### src/rtl/uart_irq_pkg.sv
package uart_irq_pkg;

  typedef enum logic [3:0] {
    IID_MODEM   = 4'h0,
    IID_NONE    = 4'h1,
    IID_THRE    = 4'h2,
    IID_RXDATA  = 4'h4,
    IID_LINE    = 4'h6,
    IID_TIMEOUT = 4'hC
  } iid_e;

  localparam int NUM_SRC = 5;

  // enable register bit positions
  localparam int IEN_RX    = 0;
  localparam int IEN_TX    = 1;
  localparam int IEN_LINE  = 2;
  localparam int IEN_MODEM = 3;

  // line status bit positions
  localparam int LS_DR   = 0;
  localparam int LS_OVR  = 1;
  localparam int LS_PAR  = 2;
  localparam int LS_FRM  = 3;
  localparam int LS_BRK  = 4;
  localparam int LS_THRE = 5;
  localparam int LS_TEMT = 6;

endpackage

### src/rtl/uart_lsr_track.sv
module uart_lsr_track
  import uart_irq_pkg::*;
(
  input  logic       clk_i,
  input  logic       rst_ni,
  input  logic       thr_wr_i,
  input  logic       txf_rst_i,
  input  logic       thr_empty_i,
  input  logic       tx_done_i,
  input  logic       lsr_rd_i,
  input  logic       ovr_set_i,
  input  logic       brk_set_i,
  input  logic       par_err_i,
  input  logic       frm_err_i,
  input  logic       rx_ready_i,
  output logic [7:0] lsr_o,
  output logic       err_any_o
);

  logic ovr_q, brk_q, thre_q, temt_q;

  always_ff @(posedge clk_i or negedge rst_ni) begin
    if (!rst_ni) begin
      ovr_q  <= 1'b0;
      brk_q  <= 1'b0;
      thre_q <= 1'b1;
      temt_q <= 1'b1;
    end else begin
      // new event beats the read-clear
      ovr_q <= ovr_set_i | (ovr_q & ~lsr_rd_i);
      brk_q <= brk_set_i | (brk_q & ~lsr_rd_i);

      if (txf_rst_i)        thre_q <= 1'b1;
      else if (thr_wr_i)    thre_q <= 1'b0;
      else if (thr_empty_i) thre_q <= 1'b1;

      if (thr_wr_i)         temt_q <= 1'b0;
      else if (tx_done_i)   temt_q <= 1'b1;
    end
  end

  always_comb begin
    lsr_o          = '0;
    lsr_o[LS_DR]   = rx_ready_i;
    lsr_o[LS_OVR]  = ovr_q;
    lsr_o[LS_PAR]  = par_err_i;
    lsr_o[LS_FRM]  = frm_err_i;
    lsr_o[LS_BRK]  = brk_q;
    lsr_o[LS_THRE] = thre_q;
    lsr_o[LS_TEMT] = temt_q;
  end

  assign err_any_o = ovr_q | brk_q | par_err_i | frm_err_i;

endmodule

### src/rtl/uart_thre_pend.sv
module uart_thre_pend (
  input  logic clk_i,
  input  logic rst_ni,
  input  logic txf_rst_i,
  input  logic thr_wr_i,
  input  logic ier_wr_i,
  input  logic ien_tx_old_i,
  input  logic ien_tx_new_i,
  input  logic thre_i,
  input  logic thr_empty_i,
  input  logic iir_rd_i,
  input  logic iir_shows_tx_i,
  output logic pend_o
);

  logic pend_q;
  logic ien_tx_flip;

  assign ien_tx_flip = ier_wr_i & (ien_tx_old_i ^ ien_tx_new_i);

  always_ff @(posedge clk_i or negedge rst_ni) begin
    if (!rst_ni)                        pend_q <= 1'b0;
    else if (txf_rst_i)                 pend_q <= 1'b1;
    else if (thr_wr_i)                  pend_q <= 1'b0;
    else if (ien_tx_flip)               pend_q <= ien_tx_new_i & thre_i;
    else if (thr_empty_i)               pend_q <= 1'b1;
    else if (iir_rd_i & iir_shows_tx_i) pend_q <= 1'b0;
  end

  assign pend_o = pend_q;

endmodule

### src/rtl/uart_irq_prio.sv
module uart_irq_prio
  import uart_irq_pkg::*;
#(
  parameter int CNT_W = 5
) (
  input  logic [3:0]       ien_i,
  input  logic             err_any_i,
  input  logic             timeout_i,
  input  logic             rx_ready_i,
  input  logic             fifo_en_i,
  input  logic [CNT_W-1:0] rx_count_i,
  input  logic [CNT_W-1:0] rx_trig_i,
  input  logic             pend_i,
  input  logic [3:0]       msr_delta_i,
  output iid_e             code_o
);

  // index 0 is highest priority
  logic [NUM_SRC-1:0] req;
  iid_e               src_code [NUM_SRC];
  logic               rx_level_ok;

  assign rx_level_ok = ~fifo_en_i | (rx_count_i >= rx_trig_i);

  assign req[0] = ien_i[IEN_LINE]  & err_any_i;
  assign req[1] = ien_i[IEN_RX]    & timeout_i;
  assign req[2] = ien_i[IEN_RX]    & rx_ready_i & rx_level_ok;
  assign req[3] = ien_i[IEN_TX]    & pend_i;
  assign req[4] = ien_i[IEN_MODEM] & (|msr_delta_i);

  assign src_code[0] = IID_LINE;
  assign src_code[1] = IID_TIMEOUT;
  assign src_code[2] = IID_RXDATA;
  assign src_code[3] = IID_THRE;
  assign src_code[4] = IID_MODEM;

  always_comb begin
    code_o = IID_NONE;
    for (int i = NUM_SRC - 1; i >= 0; i--) begin
      if (req[i]) code_o = src_code[i];
    end
  end

endmodule

### src/rtl/uart_irq_ctrl.sv
module uart_irq_ctrl
  import uart_irq_pkg::*;
#(
  parameter int CNT_W = 5
) (
  input  logic             clk_i,
  input  logic             rst_ni,
  input  logic [7:0]       wdata_i,
  input  logic             ier_wr_i,
  input  logic             thr_wr_i,
  input  logic             iir_rd_i,
  input  logic             lsr_rd_i,
  input  logic             fifo_en_i,
  input  logic             txf_rst_i,
  input  logic             thr_empty_i,
  input  logic             tx_done_i,
  input  logic             rx_ready_i,
  input  logic [CNT_W-1:0] rx_count_i,
  input  logic [CNT_W-1:0] rx_trig_i,
  input  logic             timeout_i,
  input  logic             ovr_set_i,
  input  logic             brk_set_i,
  input  logic             par_err_i,
  input  logic             frm_err_i,
  input  logic [3:0]       msr_delta_i,
  output logic [3:0]       ier_o,
  output logic [7:0]       lsr_o,
  output logic [7:0]       iir_o,
  output logic             irq_o
);

  localparam logic [7:0] IIR_RST = {4'h0, IID_NONE};

  logic [3:0] ien_q;
  logic [7:0] iir_q;
  logic       irq_q;
  logic [7:0] lsr;
  logic       err_any;
  logic       pend;
  iid_e       code;

  always_ff @(posedge clk_i or negedge rst_ni) begin
    if (!rst_ni)       ien_q <= '0;
    else if (ier_wr_i) ien_q <= wdata_i[3:0];
  end

  uart_lsr_track u_lsr (
    .clk_i       (clk_i),
    .rst_ni      (rst_ni),
    .thr_wr_i    (thr_wr_i),
    .txf_rst_i   (txf_rst_i),
    .thr_empty_i (thr_empty_i),
    .tx_done_i   (tx_done_i),
    .lsr_rd_i    (lsr_rd_i),
    .ovr_set_i   (ovr_set_i),
    .brk_set_i   (brk_set_i),
    .par_err_i   (par_err_i),
    .frm_err_i   (frm_err_i),
    .rx_ready_i  (rx_ready_i),
    .lsr_o       (lsr),
    .err_any_o   (err_any)
  );

  uart_thre_pend u_pend (
    .clk_i          (clk_i),
    .rst_ni         (rst_ni),
    .txf_rst_i      (txf_rst_i),
    .thr_wr_i       (thr_wr_i),
    .ier_wr_i       (ier_wr_i),
    .ien_tx_old_i   (ien_q[IEN_TX]),
    .ien_tx_new_i   (wdata_i[IEN_TX]),
    .thre_i         (lsr[LS_THRE]),
    .thr_empty_i    (thr_empty_i),
    .iir_rd_i       (iir_rd_i),
    .iir_shows_tx_i (iir_q[3:0] == IID_THRE),
    .pend_o         (pend)
  );

  uart_irq_prio #(.CNT_W(CNT_W)) u_prio (
    .ien_i       (ien_q),
    .err_any_i   (err_any),
    .timeout_i   (timeout_i),
    .rx_ready_i  (rx_ready_i),
    .fifo_en_i   (fifo_en_i),
    .rx_count_i  (rx_count_i),
    .rx_trig_i   (rx_trig_i),
    .pend_i      (pend),
    .msr_delta_i (msr_delta_i),
    .code_o      (code)
  );

  always_ff @(posedge clk_i or negedge rst_ni) begin
    if (!rst_ni) begin
      iir_q <= IIR_RST;
      irq_q <= 1'b0;
    end else begin
      iir_q <= {fifo_en_i, fifo_en_i, 2'b00, code};
      irq_q <= (code != IID_NONE);
    end
  end

  assign ier_o = ien_q;
  assign lsr_o = lsr;
  assign iir_o = iir_q;
  assign irq_o = irq_q;

endmodule

### config.mk
export PLATFORM = sky130hd
export DESIGN_NAME = uart_irq_ctrl
export DESIGN_NICKNAME = d
export VERILOG_FILES = /design/src/rtl/uart_irq_pkg.sv /design/src/rtl/uart_lsr_track.sv /design/src/rtl/uart_thre_pend.sv /design/src/rtl/uart_irq_prio.sv /design/src/rtl/uart_irq_ctrl.sv
export SDC_FILE = /design/constraint.sdc
export NUM_CORES = 1
export LEC_CHECK = 0
export BUFFER_PORTS_ARGS = -buffer_cell sky130_fd_sc_hd__buf_4
export CAP_MARGIN = 30
export CORE_ASPECT_RATIO = 0.75
export CORE_MARGIN = 2
export CORE_UTILIZATION = 38
export CTS_BUF_LIST = sky130_fd_sc_hd__clkbuf_4 sky130_fd_sc_hd__clkbuf_8
export DETAILED_ROUTE_END_ITERATION = 12
export PLACE_DENSITY = 0.78
export SLEW_MARGIN = 10
export SYNTH_ARGS = -nofsm -noshare
export SYNTH_HDL_FRONTEND = slang
export SYNTH_SLANG_ARGS = --single-unit
### constraint.sdc
create_clock -name clk_i -period 1.2 [get_ports clk_i]
set_input_delay 0 -clock clk_i [delete_from_list [all_inputs] [get_ports clk_i]]
set_output_delay 0 -clock clk_i [all_outputs]
set_load 0.01 [all_outputs]
Word-level counts from Yosys, hierarchy flattened:

Cells that the tools add are included.

* output and inout port bits: 21
* register bits after elaboration: 15
* input port bits: 38
* logic and storage cells: 50

* mux-type cells: 15
* eq/ne operators: 2
* bitwise gates (word level): 20
* magnitude comparators: 1
* reductions and logical operators: 4

Operators by type and width (number)
* 1-bit AND: 11
* 1-bit two-way mux: 11
* 4-bit two-way mux: 2
* 1-bit OR: 6
* 5-bit >= comparator: 1
* 5-bit nonzero test: 1
* 4-bit by 2-bit equality test with 1-bit output (second input constant): 1
* 4-bit by 1-bit inequality test with 1-bit output (second input constant): 1
* 4-bit OR reduction: 1
* 3-bit two-way mux: 1
* 3-bit nonzero test: 1
* 2-bit two-way mux: 1
* 1-bit NOT: 2
* 2-bit nonzero test: 1
* 1-bit XOR: 1

Depth between registers and ports, before layout:

* word-level depth: 8
* mapped depth: 6
* mapped depth without buffers: 6

Modules after synthesis:

A second synthesis with hierarchy kept.

* cell total of the unflattened synthesis: 76
* area, all modules: 810.8 um^2

By module, submodules not included
* uart_irq_ctrl: cells an instance 20, area an instance 341.6 um^2, seq. area each 251.5 um^2, times used 1
* uart_lsr_track: cells an instance 21, area an instance 212.7 um^2, seq. area each 102.6 um^2, times used 1
* uart_irq_prio: cells an instance 27, area an instance 182.7 um^2, seq. area each 0.0 um^2, times used 1
* uart_thre_pend: cells an instance 8, area an instance 73.8 um^2, seq. area each 25.0 um^2, times used 1

Worst setup path before layout:

Ideal clock, no wire load.

* path type: register to register
* from: reg iir_q[3], in the netlist iir_o[3]
* to: reg u_pend.pend_q, in the netlist u_pend.pend_o
* arrival time: 1.150 ns
* setup time: 0.118 ns
* setup slack: -0.068 ns
* data required time: 1.082 ns
* path buffers: 0
* stages on the path, launching flop included: 5
* clock period less this slack: 1.268 ns
* path through: dfrtp_1 > nor4b_2 > nand2_1 > a211o_1 > a21o_1

* cells in the longest elaborated chain, start to end: 3

RTL lines
* from (decl): line uart_irq_ctrl.sv:35 `logic [7:0] iir_q;`
* from (signal assigned): line uart_irq_ctrl.sv:97 `iir_q <= {fifo_en_i, fifo_en_i, 2'b00, code};`
* 4-bit by 2-bit equality test with 1-bit output: line uart_irq_ctrl.sv:75 `.iir_shows_tx_i (iir_q[3:0] == IID_THRE),`
* 1-bit AND: line uart_thre_pend.sv:27 `else if (iir_rd_i & iir_shows_tx_i) pend_q <= 1'b0;`
* 5-bit nonzero test (no source line)
* to (signal assigned): line uart_thre_pend.sv:25 `else if (ien_tx_flip) pend_q <= ien_tx_new_i & thre_i;`
* to (decl): line uart_thre_pend.sv:16 `logic pend_q;`

No other way between the ends.
A chain may end at the register's enable or synchronous reset.

Final worst setup path:

* from: reg ien_q[1], in the netlist ier_o[1]
* to: reg u_pend.pend_q, in the netlist u_pend.pend_o

* cells in the longest elaborated chain, start to end: 5
* elaborated cells on any way between the ends: 6
* classes of those cells: 3 x mux; 2 x bitwise; 1 x reduce/logical

RTL lines
* from (decl): line uart_irq_ctrl.sv:34 `logic [3:0] ien_q;`
* from (signal assigned): line uart_irq_ctrl.sv:44 `else if (ier_wr_i) ien_q <= wdata_i[3:0];`
* 1-bit XOR *: line uart_thre_pend.sv:19 `assign ien_tx_flip = ier_wr_i & (ien_tx_old_i ^ ien_tx_new_i);`
* 1-bit AND *: line uart_thre_pend.sv:19
* 1-bit two-way mux: line uart_thre_pend.sv:25
* 1-bit two-way mux: line uart_thre_pend.sv:24 `else if (thr_wr_i) pend_q <= 1'b0;`
* 1-bit two-way mux: line uart_thre_pend.sv:23 `else if (txf_rst_i) pend_q <= 1'b1;`

Every way passes the cells marked *; elsewhere a longest branch is shown, timed or not.

==> metrics.md <==
| Metric | Value |
|---|---|
| Final period utilization | `108%` |
| Port Buf Inserts | `between 50 and 60` |
| CTS tree | `yes` |
| Clk pin slew, worst setup/hold paths | `0.09 ns` |
| Worst Path Max Fanout | `2` |
| # diodes | `0` |
| Power Density | `a little over 900 nW/um^2` |
| RSZ-0062 raised after global routing | `yes` |
| Synth Cell Area | `838 um^2` |
| IO Pins | `59` |
| Critical Path RT | `1.40 ns` |
| Placed Area | `1210 um^2` |
| Yosys cell types | `26` |
| DR vias/cell | `4.80` |
| Top cells by area, synth | `dfrtp_1, buf_4, dfstp_2` |
| Setup CP Type | `reg -> reg` |
| Crit start category | `flop` |
| Total chip power | `1.32 mW` |
| Worst path max stage delay | `0.42 ns` |
| Clk_skew | `0.00322 ns` |
| Setup slack after layout | `-0.0907 ns` |
| Initial antenna violation count | `0` |
| Leak | `0.739 nW` |
| First-pass GRT wire length | `between 3000 and 4000 um` |
| Number of CTS-inserted buffers | `3` |
| Async SR Flop Fraction | `100%` |
| Setup TNS | `-0.122 ns` |
| Setup Viol. Count Final | `3` |
| CTS sink count | `15` |
| Seq/Total Area, Yosys | `45.2%` |
| Met3 Track Usage GR | `5.56%` |
| Routability cong. | `0.671` |
| Final Critical Period | `1.29 ns` |
| Avg WL per Cell | `14.5 um` |
| Finished Cell Area | `about 1400 um^2` |
| Post-layout util | `70.1%` |
| Synth top area share | `35.8%` |
| Most crowded layer after global routing | `met2` |
| Violated checks | `setup timing` |
| Hold Path Class | `in -> reg` |
| Seq cells post-synth | `15` |
| Vias | `about 830` |
| Slowest CP cell | `or3b_1` |
| Achievable Freq | `0.775 GHz` |
| Row cnt | `14` |
| Gr usage total | `19.5%` |
| Area occupied by multi-input gates | `360 um^2` |
| Syn-to-layout area delta | `71.3%` |
| Worst skew pair latency | `0.30 ns` |
| Max-Cap Viols | `0` |
| Worst slack, placed | `-0.107 ns` |
| Inst Count DP | `150` |
| Fin. max-slew vios | `0` |
| Core ar. | `2050 um^2` |
| Clk root buf | `clkbuf_4` |
| Yosys warnings | `0` |
| Nets | `between 150 and 200` |
| Register area | `379 um^2` |
| Avg Cell Area, Syn | `10.6 um^2` |
| Met2 Track Usage GR | `a little over a third` |
| Hpwl dp | `1610 um` |
| Post-route DRC | `0` |
| WHS | `0.00717 ns` |
| Cell taking the most area after synthesis | `dfrtp_1` |
| Fin cells | `around 170` |
| VDD IR-drop max | `590 uV` |
| Status | `finished, violations left` |
| Initial core utilization | `40.9%` |
| Number of synthesized flops with an enable pin | `0` |
| Die width | `58.2 um` |
| 1st-pass router iterations | `4` |
| Final hold viol count | `0` |
| Layout cells sized above 1 | `approximately 50%` |
| Drt initial violations | `15` |
| Crit. End Element | `flop` |
| Htree depth | `1` |
| Antenna Nets Post-Route | `0` |
| Synthesized instance count | `79` |
| Maximum root-to-sink buffer count | `2` |
| Largest net degree at the start of global routing | `16` |
| Die Ht | `about 45 um` |
| Most frequent cells after synthesis | `buf_4, dfrtp_1, inv_1` |
| Top FF cell, synth | `dfrtp_1` |
| Crit path DAT | `approximately 1.5 ns` |
| Filler Cell Count | `between 100 and 150` |
| Vias in the first global route | `804` |
| Gr ovfl total | `0` |
| Worst path cell trace | `or3b_1 -> o21ai_2 -> a21oi_1 -> a21o_1` |
| Die ar. | `2600 um^2` |
| Grt met1 use | `a little over a fifth` |
| WL final | `2500 um` |
registers in the layout, summed over array words and instances (netlist names):
register       cells
u_lsr.temt_q       1
iir_o              5
ier_o              4
u_lsr.brk_q        1
u_lsr.thre_q       1
irq_o              1
u_pend.pend_o      1
u_lsr.ovr_q        1
worst max-delay path, delay by kind of cell, from the launching register on:
family | cells | cell delay, ns
AND/OR/NAND/NOR | 1 | 0.42
flip-flops | 1 | 0.39
AO/OA/AOI/OAI | 3 | 0.37
report_power, final:
group	switching (mW)	total, mW	leakage, nW	internal, mW
clock network	0.182	0.307	0.0177	0.125
logic	0.171	0.426	0.554	0.255
registers	0.0351	0.590	0.167	0.555
total	0.388	1.32	0.739	0.935
area by class of cell:
cell class	instances	area share, %
Clock inverter	1	0.348
Inverter	9	2.35
Tap cell	24	2.09
Multi-Input combinational cell	45	25.1
Clock buffer	3	1.57
Sequential cell	15	26.4
Timing Repair Buffer	75	42.2
final timing paths:
kind | startpoint | to | slack [ns] | depth (start not counted)
hold / removal | lsr_rd_i | u_lsr.brk_q | 0.007 | 3
min in group asynchronous | rst_ni | u_pend.pend_o | 0.08 | 2
setup reg to reg | ier_o[1] | u_pend.pend_o | -0.09 | 4
max in group asynchronous | rst_ni | iir_o[0] | 0.88 | 2
setup / recovery | ier_o[1] | u_pend.pend_o | -0.09 | 4
hold reg to reg | u_lsr.temt_q | u_lsr.temt_q | 0.49 | 2
logic make-up after synthesis:
kind of cell             synth area share, %
AO/OA/AOI/OAI                           15.5
flip-flops                              45.2
buffers and inverters                   14.8
adder cells (fa/ha/maj)                 7.46
other                                  0.447
multiplexers                            4.03
AND/OR/NAND/NOR                         12.5
placed cells by master, fill, tap and decap left out, types with 4 or more instances in the layout:
master / Yosys / layout
buf_4: 12 / 58
dfrtp_1: 12 / 12
dlygate4sd3_1: 0 / 17
ha_1: 5 / 5
inv_1: 9 / 9
nand2_1: 7 / 7
nor2_1: 4 / 4
repair_timing:
item	in CTS	in global routing
pin swaps	2	4
hold endpoints to repair	26	0
setup endpoints to repair	4	5
gates resized for setup	0	4
hold buffers	17	0
buffers inserted	1	0
metal layers:
layer | vias to the layer above | share of wire (%)
li1 | 396 | -
met1 | 387 | 39
met2 | 37 | 52
met3 | 5 | 7.1
met4 | 0 | 1.7
met5 | - | 0
No activity file was read; power rests on OpenSTA's default activity.
